===== src/rtl/git_pkg.sv =====
package git_pkg;
    localparam int MODE_W = 12;

    typedef enum logic [1:0] {
        SRC_BUS    = 2'd0,
        SRC_DIV_LO = 2'd1,
        SRC_DIV_HI = 2'd2,
        SRC_HBLANK = 2'd3
    } tick_src_e;

    typedef enum logic [1:0] {
        GATE_LEVEL = 2'd0,
        GATE_RISE  = 2'd1,
        GATE_FALL  = 2'd2,
        GATE_BOTH  = 2'd3
    } gate_mode_e;

    // Packed from bit 11 down to bit 0; software decodes these positions.
    typedef struct packed {
        logic       ovf;
        logic       equ;
        logic       ovf_ie;
        logic       cmp_ie;
        logic       run;
        logic       zret;
        gate_mode_e gmode;
        logic       gsrc;
        logic       gen;
        tick_src_e  src;
    } mode_t;
endpackage


===== src/rtl/git_tick_src.sv =====
module git_tick_src
    import git_pkg::*;
#(
    parameter int LO_LOG2 = 4,
    parameter int HI_LOG2 = 8
) (
    input  logic      clk,
    input  logic      rst_n,
    input  logic      restart,
    input  tick_src_e src,
    input  logic      hblank,
    output logic      tick
);
    typedef struct packed {
        logic [HI_LOG2-1:0] presc;
        logic               hb_prev;
    } tick_st_t;

    tick_st_t s_d, s_q;

    always_comb begin
        s_d         = s_q;
        s_d.presc   = restart ? '0 : s_q.presc + 1'b1;
        s_d.hb_prev = hblank;
    end

    always_comb begin
        unique case (src)
            SRC_BUS:    tick = 1'b1;
            SRC_DIV_LO: tick = &s_q.presc[LO_LOG2-1:0];
            SRC_DIV_HI: tick = &s_q.presc;
            default:    tick = hblank & ~s_q.hb_prev;
        endcase
    end

    always_ff @(posedge clk) begin
        if (!rst_n) s_q <= '0;
        else        s_q <= s_d;
    end
endmodule


===== src/rtl/git_gate.sv =====
module git_gate
    import git_pkg::*;
(
    input  logic       clk,
    input  logic       rst_n,
    input  logic       gen,
    input  logic       gsrc,
    input  gate_mode_e gmode,
    input  logic       gate_in,
    input  logic       hblank,
    output logic       allow,
    output logic       clear
);
    logic gate_lvl;
    logic prev_d, prev_q;
    logic rise, fall;

    assign gate_lvl = gsrc ? hblank : gate_in;
    assign rise     = gate_lvl & ~prev_q;
    assign fall     = ~gate_lvl & prev_q;

    always_comb begin
        prev_d = gate_lvl;
        allow  = 1'b1;
        clear  = 1'b0;
        if (gen) begin
            unique case (gmode)
                GATE_LEVEL: allow = ~gate_lvl;
                GATE_RISE:  clear = rise;
                GATE_FALL:  clear = fall;
                default:    clear = rise | fall;
            endcase
        end
    end

    always_ff @(posedge clk) begin
        if (!rst_n) prev_q <= 1'b0;
        else        prev_q <= prev_d;
    end
endmodule


===== src/rtl/gated_interval_timer.sv =====
module gated_interval_timer
    import git_pkg::*;
#(
    parameter int CNT_W       = 16,
    parameter int DATA_W      = 32,
    parameter int ADDR_W      = 8,
    parameter bit HAS_HOLD    = 1'b1,
    parameter int DIV_LO_LOG2 = 4,
    parameter int DIV_HI_LOG2 = 8
) (
    input  logic              clk,
    input  logic              rst_n,
    input  logic              wr_en,
    input  logic [ADDR_W-1:0] addr,
    input  logic [DATA_W-1:0] wdata,
    output logic [DATA_W-1:0] rdata,
    input  logic              hblank,
    input  logic              gate_in,
    input  logic              capture,
    output logic              irq
);
    localparam int SEL_LSB = 4;
    localparam int SEL_MSB = SEL_LSB + 1;

    typedef struct packed {
        logic [CNT_W-1:0] count;
        logic [CNT_W-1:0] comp;
        logic [CNT_W-1:0] hold;
        mode_t            mode;
    } tmr_st_t;

    tmr_st_t s_d, s_q;

    logic       hit;
    logic [1:0] sel;
    logic       wr_cnt, wr_mode, wr_cmp;
    logic       tick, gate_allow, gate_clear;
    logic       step, match, at_top, equ_set, ovf_set;
    mode_t      mode_wr;
    logic [CNT_W-1:0] hold_rd;
    logic       unused_wdata;

    assign unused_wdata = ^wdata[DATA_W-1:CNT_W];
    assign sel     = addr[SEL_MSB:SEL_LSB];
    assign hit     = (addr[ADDR_W-1:SEL_MSB+1] == '0) && (addr[SEL_LSB-1:0] == '0);
    assign wr_cnt  = wr_en && hit && (sel == 2'd0);
    assign wr_mode = wr_en && hit && (sel == 2'd1);
    assign wr_cmp  = wr_en && hit && (sel == 2'd2);
    assign mode_wr = mode_t'(wdata[MODE_W-1:0]);

    git_tick_src #(.LO_LOG2(DIV_LO_LOG2), .HI_LOG2(DIV_HI_LOG2)) u_tick (
        .clk     (clk),
        .rst_n   (rst_n),
        .restart (wr_cnt),
        .src     (s_q.mode.src),
        .hblank  (hblank),
        .tick    (tick)
    );

    git_gate u_gate (
        .clk     (clk),
        .rst_n   (rst_n),
        .gen     (s_q.mode.gen),
        .gsrc    (s_q.mode.gsrc),
        .gmode   (s_q.mode.gmode),
        .gate_in (gate_in),
        .hblank  (hblank),
        .allow   (gate_allow),
        .clear   (gate_clear)
    );

    always_comb begin
        s_d     = s_q;
        step    = tick && s_q.mode.run && gate_allow && !gate_clear && !wr_cnt;
        match   = (s_q.count == s_q.comp);
        at_top  = &s_q.count;
        equ_set = step && match;
        ovf_set = step && at_top && !(match && s_q.mode.zret);

        if (step) begin
            if (match && s_q.mode.zret) s_d.count = '0;
            else                        s_d.count = s_q.count + 1'b1;
        end
        if (gate_clear) s_d.count = '0;
        if (wr_cnt)     s_d.count = wdata[CNT_W-1:0];
        if (wr_cmp)     s_d.comp  = wdata[CNT_W-1:0];

        if (wr_mode) begin
            s_d.mode     = mode_wr;
            s_d.mode.equ = s_q.mode.equ & ~mode_wr.equ;
            s_d.mode.ovf = s_q.mode.ovf & ~mode_wr.ovf;
        end
        s_d.mode.equ = s_d.mode.equ | equ_set;
        s_d.mode.ovf = s_d.mode.ovf | ovf_set;

        if (HAS_HOLD && capture) s_d.hold = s_q.count;
    end

    always_ff @(posedge clk) begin
        if (!rst_n) s_q <= '0;
        else        s_q <= s_d;
    end

    generate
        if (HAS_HOLD) begin : g_hold
            assign hold_rd = s_q.hold;
        end else begin : g_nohold
            assign hold_rd = '0;
        end
    endgenerate

    always_comb begin
        rdata = '0;
        if (hit) begin
            unique case (sel)
                2'd0:    rdata = DATA_W'(s_q.count);
                2'd1:    rdata = DATA_W'(s_q.mode);
                2'd2:    rdata = DATA_W'(s_q.comp);
                default: rdata = DATA_W'(hold_rd);
            endcase
        end
    end

    assign irq = (s_q.mode.equ & s_q.mode.cmp_ie) | (s_q.mode.ovf & s_q.mode.ovf_ie);
endmodule


===== config.mk =====
export PLATFORM = sky130hd
export DESIGN_NAME = gated_interval_timer
export DESIGN_NICKNAME = d
export VERILOG_FILES = /design/src/rtl/git_pkg.sv /design/src/rtl/git_tick_src.sv /design/src/rtl/git_gate.sv /design/src/rtl/gated_interval_timer.sv
export SDC_FILE = /design/constraint.sdc
export NUM_CORES = 1
export LEC_CHECK = 0
export ABC_AREA = 1
export ABC_CLOCK_PERIOD_IN_PS = 4400
export BUFFER_PORTS_ARGS = -buffer_cell sky130_fd_sc_hd__buf_2
export CAP_MARGIN = 0
export CORE_MARGIN = 2
export CORE_UTILIZATION = 45
export DETAILED_ROUTE_END_ITERATION = 10
export PLACE_DENSITY = 0.65
export SETUP_SLACK_MARGIN = 0.15
export SLEW_MARGIN = 20
export SYNTH_ARGS = -nofsm -noshare
export SYNTH_HDL_FRONTEND = slang
export SYNTH_SLANG_ARGS = --single-unit

===== constraint.sdc =====
create_clock -name clk -period 4.4 [get_ports clk]
set_input_delay 0.88 -clock clk [delete_from_list [all_inputs] [get_ports clk]]
set_output_delay 0.88 -clock clk [all_outputs]
set_load 0.02 [all_outputs]

==> Word level (Yosys, flattened, before mapping) <==
Cells that the tools add are included.
{ "op_classes": {"eq_ne": 7, "n_reduce_logical": 26, "bitwise": 17, "add_sub_neg": 2, "muxes": 13} }
{ "ops": {"columns": ["operator", "count"], "rows": [
  ["16-bit two-way mux", 5],
  ["16-bit one-hot mux with 3 select lines", 1],
  ["16-bit by 1-bit adder with 16-bit output, second input constant", 1],
  ["16-bit == test", 1],
  ["16-bit AND reduction", 1],
  ["1-bit logical AND", 13],
  ["12-bit two-way mux", 1],
  ["8-bit by 1-bit adder with 8-bit output, second input constant", 1],
  ["2-bit logical NOT", 4],
  ["8-bit AND reduction", 1],
  ["1-bit bitwise AND", 7],
  ["2-bit by 1-bit == test with 1-bit output, second input constant", 3],
  ["2-bit == test, second input constant", 3],
  ["1-bit inverter", 6],
  ["1-bit one-hot mux with 3 select lines", 2],
  ["4-bit logical NOT", 1],
  ["1-bit two-way mux", 4],
  ["1-bit bitwise OR", 4],
  ["4-bit AND reduction", 1],
  ["1-bit logical NOT", 3],
  ["3-bit nonzero test", 1],
  ["2-bit OR reduction", 1]
]} }
{ "word_totals": {"ff_bits": 70} }

==> Longest topological paths before layout <==
Gate-level depths: netlist (run 1).
{ "logic_depth": {"ltp_word": 12, "depth_mapped": 14, "ltp_nobuf": 12} }

==> By module <==
A second synthesis (run 1) with hierarchy kept.
{ "hier_totals": {"hier_cells": 643, "area_unflattened_um2": 4177.8} }
{ "by_module_without_submodules": {"columns": ["module", "cells_each", "n_inst", "area_per_inst_um2", "seq_area_each_um2"], "rows": [
  ["gated_interval_timer", 563, 1, 3637.2, 1201.2],
  ["git_tick_src", 61, 1, 422.9, 180.2],
  ["git_gate", 19, 1, 117.6, 20.0]
]} }

==> Worst setup path before layout (run 1) <==
Ideal clock, no wire load.
{ "synth_timing": {"path_kind": "input to output", "start": "in addr[5]", "end": "out rdata[6]", "cell_stages": 6, "arrival_time_ns": 2.040, "slack_ns": 1.480, "path_cell_list": "nor2_1 > clkbuf_1 > inv_1 > o221ai_1 > a21oi_1 > nor2_1"} }
{ "synth_between": {"elab_chain_cells": 3, "word_cells_on_any_way": 5} }
{ "synth_lines": {"columns": ["element", "line", "source"], "rows": [
  ["start, declared", "gated_interval_timer.sv:14", "input logic [ADDR_W-1:0] addr,"],
  ["2-bit == test, or another cell as far along", "gated_interval_timer.sv:115", "unique case (sel)"],
  ["16-bit one-hot mux with 3 select lines *", "gated_interval_timer.sv:115", null],
  ["16-bit two-way mux *", "gated_interval_timer.sv:114", "if (hit) begin"],
  ["end, declared", "gated_interval_timer.sv:16", "output logic [DATA_W-1:0] rdata,"]
]} }
Mark *: on every way between the ends. The rest lies on a longest branch, timed or not.

==> Worst setup path after layout (run 1) <==
{ "layout_timing": {"start": "in addr[5]", "end": "out rdata[5]"} }
The elaborated chain is that of the path after synthesis.

==> flow_summary.yaml, run 1 <==
outcome:
  status: "completed"
critical_path:
  path_delay_family: "buffers and inverters"
  worstPathCellList: "buf_2 -> inv_1 -> nor2_1 -> inv_1 -> o22ai_1 -> a21oi_1 -> a21oi_1 -> buf_2"
  crit_slowest_cell: "inv_1"
  end_kind: "output port"
  crit_required_ps: 3520
  cp_max_fo: 13
  cp_data_arrival_time_ps: 2400
  crit_type: "in2out"
  worst-path-buf-inv: 4
  slowest_delay_ps: 380
  startpoint_type: "input port"
global_routing:
  grtUsageTotal_pct: 23.4
  grt_pass1_vias: 3796
  grt.overflow.total: 0
  grt_max_degree: 62
  antenna_found_initial: 0
  grt_pass1_wl_mm: 18.6
cts:
  ctsHtreeMaxLevel: 3
  root_buffer: "clkbuf_8"
  clk_pin_slew_ps: 80
  cts.sinks: 70
  clockBufferDepth: 2
  clk_latency_ps: 350
  cts_made_buffers: 9
  cts_resized: 0
  post_cts_buffers: 0
  cts_tree: "yes"
  hold_buffers: 0
synth:
  ys_seq_elements: 70
  yosys.area.top_type: "dfxtp_1"
  ys_top_cells_by_count: "nand2_1, a21oi_1, inv_1"
  syn_avg_cell_area_sq_um: 6.56
  synth_edf_count: 0
  netlist_instances: 638
  yosys-top-cells-area: "dfxtp_1, nand2_1, a21oi_1, inv_1, o21ai_0"
  netlist_area_sq_um: 4190
  seq_area_frac_synth_pct: 33.5
  yosys_warnings: 0
  synth_most_common_cell: "nand2_1"
  synth_top_area_share_pct: 33.5
  synth_cell_types: 29
  ys.flop_type: "dfxtp_1"
  async_flop_share_pct: 0
timing:
  setup_viol: 0
  layout_min_cycle_time_ps: 3280
  fmax_ghz: 0.305
  slew_headroom_pct: 31.2
  final.setup.worst_slack_ps: 1120
  hold_violations: 0
  drv_slew: 0
  post-route-period-util_pct: 74.5
  tightestPinTransition_ps: 1030
  rsz0062_at_grt: "no"
  skew_ps: 13.4
  finalSetupTns_ps: 0
route:
  wire_per_inst_um: 14.6
  via_per_inst: 5.30
  drc_errors: 0
  drt_iter0_drc: 297
  wl_mm: 11.4
  num_vias: 4153
  drtAntennaViolNets: 0
  first_pass_iters: 5
floorplan:
  ios: 79
  core-area_sq_um: 9150
  initial_utilization_pct: 45.7
  row_count: 35
  die_y_um: 100
  fp.dieW_um: 100
  dieArea_sq_um: 10100
power:
  power.ir.vdd_worst_mv: 0.192
  p_per_area_nw_per_um2: 300
  p_leak_nw: 2.06
finish:
  nets: 718
  nFillCells: 980
  insertedDiodeCount: 0
  syn_to_final_growth_pct: 9.81
  drive_gt1_share_pct: 13.2
placed_design:
  hpwl_mm: 7.88
  gp_congestion: 0.862
  pre_cts_slack_ps: 1140
  numPortBuffers: 46
run:
  maxCapViolCount: 0
min_path:
  holdCritPathClass: "reg2reg"
==> logic make-up (layout without fill, tap and decap cells) <==
kind of cell	count (synthesis)	count (layout)	share of synthesized area [%]
other	1	16	0.0896
adder cells (fa/ha/maj)	4	4	1.20
XOR/XNOR	11	11	2.30
AO/OA/AOI/OAI	164	164	21.4
flip-flops	70	70	33.5
AND/OR/NAND/NOR	260	260	27.6
buffers and inverters	128	147	14.0
==> area by class of cell <==
class | instances | area, sq um | share of cell area, %
multi-input cells | 455 | 2260 | 49.1
flip-flops and latches | 70 | 1400 | 30.5
inverters | 83 | 312 | 6.78
repair buffers | 49 | 253 | 5.50
well taps | 111 | 139 | 3.02
clock buffers | 9 | 124 | 2.70
clock inverters | 6 | 111 | 2.42
==> final timing paths <==
check | startpoint | to | slack [ps] | cells after the start
max reg2reg | u_tick.s_q[1] | s_q[47] | 2000 | 10
min reg2reg | u_tick.s_q[1] | u_tick.s_q[1] | 480 | 1
max | addr[5] | rdata[5] | 1120 | 8
min | u_tick.s_q[1] | u_tick.s_q[1] | 480 | 1
==> registers in the layout, summed over array words and instances, names as in the netlist <==
name           cells
u_gate.prev_q      1
u_tick.s_q         9
hold_rd           16
s_q               44
==> layer usage <==
metal / wire (um) / global-route usage (%) / vias up
met3: 708 / 4.39 / 15
met4: 184 / 6.64 / 0
met5: 0 / 0 / -
li1: - / - / 2095
met1: 5110 / 31.1 / 1912
met2: 5410 / 38.8 / 131
==> power breakdown <==
group / internal (mW) / switching (mW)
sequential: 0.645 / 0.00737
clock: 0.373 / 0.255
combinational: 0.0276 / 0.0709
==> stage by stage <==
stage                     util (%)  instances  cell area [sq um]  power [mW]  hold slack (ps)
after floorplan                  -        653               4240       0.740              430
after global placement        47.6        768               4360       0.763              443
after detailed placement      47.6        768               4360       0.765              463
after CTS                     50.2        783               4600        1.39              483
after global routing          50.2        783               4600        1.43              499
final                         50.2        783               4600        1.38              478
==> placed cells by master, fill, tap and decap left out, drive strengths merged, types with 9 or more instances in the layout <==
cell / netlist / layout
nand3: 53 / 53
o21ai: 50 / 50
dfxtp: 70 / 70
buf: 28 / 49
inv: 83 / 83
xor2: 11 / 11
clkbuf: 17 / 9
a21oi: 98 / 98
conb: 1 / 16
nor2: 67 / 67
nand2: 129 / 129
==> worst register-to-register path, cell delays in order, from the launching register on <==
cell and delay, ps:
dfxtp_1 380, ha_1 210, nand3_1 120, nor2_1 190, nand2_1 80, nand3_1 120
nand2_1 480, buf_4 400, nand3_1 100, nand2_1 60, a21oi_1 180
(Power assumes the default switching activity.)
==> run 2, diff against run 1 <==
--- a/config.mk
+++ b/config.mk
@@ -6,13 +6,13 @@
 export NUM_CORES = 1
 export LEC_CHECK = 0
 export ABC_AREA = 1
-export ABC_CLOCK_PERIOD_IN_PS = 4400
+export ABC_CLOCK_PERIOD_IN_PS = 2900
 export BUFFER_PORTS_ARGS = -buffer_cell sky130_fd_sc_hd__buf_2
 export CAP_MARGIN = 0
 export CORE_MARGIN = 2
 export CORE_UTILIZATION = 45
 export DETAILED_ROUTE_END_ITERATION = 10
-export PLACE_DENSITY = 0.65
+export PLACE_DENSITY = 0.68
 export SETUP_SLACK_MARGIN = 0.15
 export SLEW_MARGIN = 20
 export SYNTH_ARGS = -nofsm -noshare
==> constraint.sdc (replaced) <==
create_clock -name clk -period 2.9 [get_ports clk]
set_input_delay 0.58 -clock clk [delete_from_list [all_inputs] [get_ports clk]]
set_output_delay 0.58 -clock clk [all_outputs]
set_load 0.02 [all_outputs]
==> run 2 against run 1 <==
Net effect: global-route usage up 0.083 points; sequential power is 52% higher; combinational power is 55% higher; hold slack worse by 52 ps; first-iteration DRC count rose by 6.1%; sequential cell count is the same; clock power is 17% higher; clock skew down 3.7 ps; critical path depth fell by 1; critical endpoint is now rdata[9]; register-to-register slack worse by 1400 ps; die area unchanged.
==> flow_summary.yaml, run 2 (synthesis gave the netlist of run 1 again) <==
outcome:
  status: "completed"
cts:
  ctsHtreeMaxLevel: 3
  cts_made_buffers: 9
  post_cts_buffers: 0
  cts.sinks: 70
  clk_pin_slew_ps: 80
  cts_resized: 0
  hold_buffers: 0
  root_buffer: "clkbuf_8"
  cts_tree: "yes"
  clockBufferDepth: 2
  clk_latency_ps: 350
critical_path:
  cp_data_arrival_time_ps: 1900
  crit_required_ps: 2320
  worst-r2r-cell-count: 9
  startpoint_type: "input port"
  cp_max_fo: 9
  crit_slowest_cell: "a221oi_1"
  slowest_delay_ps: 340
  worstPathCellList: "buf_2 -> inv_1 -> nand2_1 -> inv_1 -> a221oi_1 -> a21oi_1 -> buf_2"
  crit_type: "in2out"
  end_kind: "output port"
global_routing:
  grt.overflow.total: 0
  grtUsageTotal_pct: 23.5
  antenna_found_initial: 0
  grt_max_degree: 50
  grt_pass1_vias: 3883
  grt_pass1_wl_mm: 18.5
route:
  drt_iter0_drc: 315
  drtAntennaViolNets: 0
  via_per_inst: 5.39
  num_vias: 4248
  wire_per_inst_um: 14.6
  drc_errors: 0
  first_pass_iters: 5
  wl_mm: 11.5
finish:
  syn_to_final_growth_pct: 9.27
  insertedDiodeCount: 0
  final_cell_mix: "nand2_1, a21oi_1, inv_1, dfxtp_1, nor2_1"
  largest_register_ffs: 44
  mostFrequentLayoutCell: "nand2_1"
  drive_gt1_share_pct: 13.7
  nets: 723
  top_register: "s_q"
floorplan:
  core-area_sq_um: 9150
  initial_utilization_pct: 45.7
  fp.dieW_um: 100
  row_count: 35
  die_y_um: 100
  ios: 79
  dieArea_sq_um: 10100
power:
  p_per_area_nw_per_um2: 410
  p_leak_nw: 2.05
  power.ir.vdd_worst_mv: 0.162
placed_design:
  pre_cts_slack_ps: 329
  numPortBuffers: 46
  gp_congestion: 0.872
  hpwl_mm: 7.98
timing:
  skew_ps: 9.73
  holdWs_ps: 426
  slew_headroom_pct: 60.7
  rsz0062_at_grt: "no"
  hold_violations: 0
  layout_min_cycle_time_ps: 2480
  tightestPinTransition_ps: 590
  final.setup.worst_slack_ps: 417
  fmax_ghz: 0.403
  setup_viol: 0
  finalSetupTns_ps: 0
  drv_slew: 0
  post-route-period-util_pct: 85.6
min_path:
  whs_path_depth: 3
  holdCritPathClass: "in2reg"
run:
  maxCapViolCount: 0
run 2: power breakdown:
| part | leakage [nW] | switching [mW] | internal [mW] |
|---|---|---|---|
| clock | 0.0845 | 0.382 | 0.352 |
| sequential | 0.568 | 0.0107 | 0.979 |
| combinational | 1.40 | 0.109 | 0.0443 |
run 2: critical path, delay by kind of cell:
family | cells | cell delay, ps
and+or+nand+nor | 1 | 330
AOI/OAI and AO/OA | 2 | 460
buffers and inverters | 4 | 520
run 2: final timing paths:
check	start	to	slack, ps
worst max-delay path	addr[5]	rdata[9]	420
worst min-delay path	hblank	u_tick.s_q[0]	430
worst max register to register	s_q[3]	s_q[51]	620
worst min register to register	u_tick.s_q[1]	u_tick.s_q[1]	480
run 2: per-layer routing:
metal | vias up | GRT usage, % | routed length, um
li1 | 2117 | - | -
met1 | 1952 | 29.8 | 5070
met2 | 159 | 39.7 | 5470
met3 | 20 | 3.90 | 779
met4 | 0 | 9.38 | 201
met5 | - | 0 | 0
run 2: final cells by class:
cell class | instances | area [sq um]
clock inverter | 3 | 20.0
tap | 111 | 139
timing repair buffer | 54 | 290
fill | 957 | 4580
inverter | 83 | 312
multi-input combinational | 455 | 2260
clock buffer | 12 | 155
sequential | 70 | 1400
run 2: per-stage QoR:
step | power, mW | cell area (sq um) | util, % | instances
3_3_place_gp | 1.16 | 4400 | 48.1 | 773
6_report | 1.88 | 4570 | 50.0 | 788
4_1_cts | 1.89 | 4570 | 50.0 | 788
2_1_floorplan | 1.12 | 4240 | - | 653
5_1_grt | 1.95 | 4570 | 50.0 | 788
3_5_place_dp | 1.16 | 4400 | 48.1 | 773
==> run 3, diff against run 2 <==
--- a/config.mk
+++ b/config.mk
@@ -11,6 +11,7 @@
 export CAP_MARGIN = 0
 export CORE_MARGIN = 2
 export CORE_UTILIZATION = 45
+export CTS_BUF_LIST = sky130_fd_sc_hd__clkbuf_16
 export DETAILED_ROUTE_END_ITERATION = 10
 export PLACE_DENSITY = 0.68
 export SETUP_SLACK_MARGIN = 0.15
==> run 3 against run 2 <==
Net effect: cell count stayed put; clock skew is 4.0 ps lower; largest cell class unchanged; worst setup slack worse by 34 ps; critical path depth stayed put; combinational power hardly changed.
==> flow_summary.yaml, run 3 (synthesis gave the netlist of run 1 again) <==
finish:
  nFillCells: 949
  largest_register_ffs: 44
  insertedDiodeCount: 0
  mostFrequentLayoutCell: "nand2_1"
  seq_area_sq_um: 1400
  final_cell_mix: "nand2_1, a21oi_1, inv_1, dfxtp_1, nor2_1"
  drive_gt1_share_pct: 13.4
  top_register: "s_q"
  nets: 723
  multi_input_comb_area_sq_um: 2260
  syn_to_final_growth_pct: 11.2
floorplan:
  fp.dieW_um: 100
  row_count: 35
  ios: 79
  die_y_um: 100
  core-area_sq_um: 9150
  dieArea_sq_um: 10100
  initial_utilization_pct: 45.7
min_path:
  holdCritPathClass: "in2reg"
cts:
  post_cts_buffers: 0
  cts.sinks: 70
  root_buffer: "clkbuf_16"
  clk_latency_ps: 330
  hold_buffers: 0
  cts_made_buffers: 9
  clockBufferDepth: 2
  clk_pin_slew_ps: 60
  cts_resized: 0
  ctsHtreeMaxLevel: 3
  cts_tree: "yes"
run:
  maxCapViolCount: 0
global_routing:
  grt_pass1_wl_mm: 18.6
  grt.overflow.total: 0
  grtUsageTotal_pct: 23.7
  grt_max_degree: 50
  grt_pass1_vias: 3979
  antenna_found_initial: 0
route:
  drt_iter0_drc: 332
  via_per_inst: 5.41
  drc_errors: 0
  first_pass_iters: 5
  wl_mm: 11.6
  wire_per_inst_um: 14.7
  num_vias: 4263
  drtAntennaViolNets: 0
critical_path:
  cp_max_fo: 9
  crit_type: "in2out"
  end_kind: "output port"
  startpoint_type: "input port"
  cp_data_arrival_time_ps: 1940
  crit_required_ps: 2320
timing:
  drv_slew: 0
  slew_headroom_pct: 60.2
  fmax_ghz: 0.397
  holdWs_ps: 453
  tightestPinTransition_ps: 596
  layout_min_cycle_time_ps: 2520
  skew_ps: 5.71
  setup_viol: 0
  post-route-period-util_pct: 86.8
  finalSetupTns_ps: 0
  rsz0062_at_grt: "no"
  hold_violations: 0
placed_design:
  hpwl_mm: 7.98
  gp_congestion: 0.872
  numPortBuffers: 46
outcome:
  status: "completed"
power:
  power.ir.vdd_worst_mv: 0.217
  p_leak_nw: 2.09
  p_per_area_nw_per_um2: 457
## run 3: cell types whose count changed in the layout (fill, tap and decap cells not counted)
cell,before,now
clkbuf_8,11,0
clkbuf_16,0,9
clkinv_1,0,2
clkbuf_1,1,0
inv_1,83,84
## run 3: worst paths after layout
kind	start	end	slack, ps	cells after the start
worst min register to register	u_tick.s_q[1]	u_tick.s_q[1]	470	1
worst max-delay path	addr[5]	rdata[9]	380	7
worst min-delay path	hblank	u_tick.s_q[0]	450	3
worst max register to register	s_q[3]	s_q[44]	640	9
## run 3: final cells by class
type                    instances  area share, %
clock buffers                   9           4.84
repair buffers                 54           6.24
flip-flops and latches         70           30.1
multi-input cells             455           48.5
well taps                     111           2.98
clock inverters                 6          0.672
inverters                      83           6.69
## run 3: critical path, stage by stage
cell      delay [ps]
buf_2            110
inv_1             50
nand2_1          340
inv_1            190
a221oi_1         350
a21oi_1          120
buf_2            180
## run 3: routing by layer
layer,global-route usage (%),vias up,routed length (um)
li1,-,2114,-
met1,29.2,1960,5000
met2,40.2,166,5560
met3,5.15,23,819
met4,9.69,0,238
met5,0,-,0
## run 3: power by group
group / internal (mW) / switching (mW) / total, mW
registers: 0.981 / 0.0108 / 0.992
logic: 0.0443 / 0.110 / 0.155
clock network: 0.563 / 0.417 / 0.980
total: 1.59 / 0.538 / 2.13
## run 3: stage by stage
stage	worst slack, ps	cells	total power [mW]	area [sq um]	utilization (%)
after detailed placement	329	773	1.16	4400	48.1
after global placement	378	773	1.16	4400	48.1
final	383	788	2.13	4650	50.9
after global routing	312	788	2.19	4650	50.9
after CTS	427	788	2.14	4650	50.9
after floorplan	580	653	1.12	4240	-
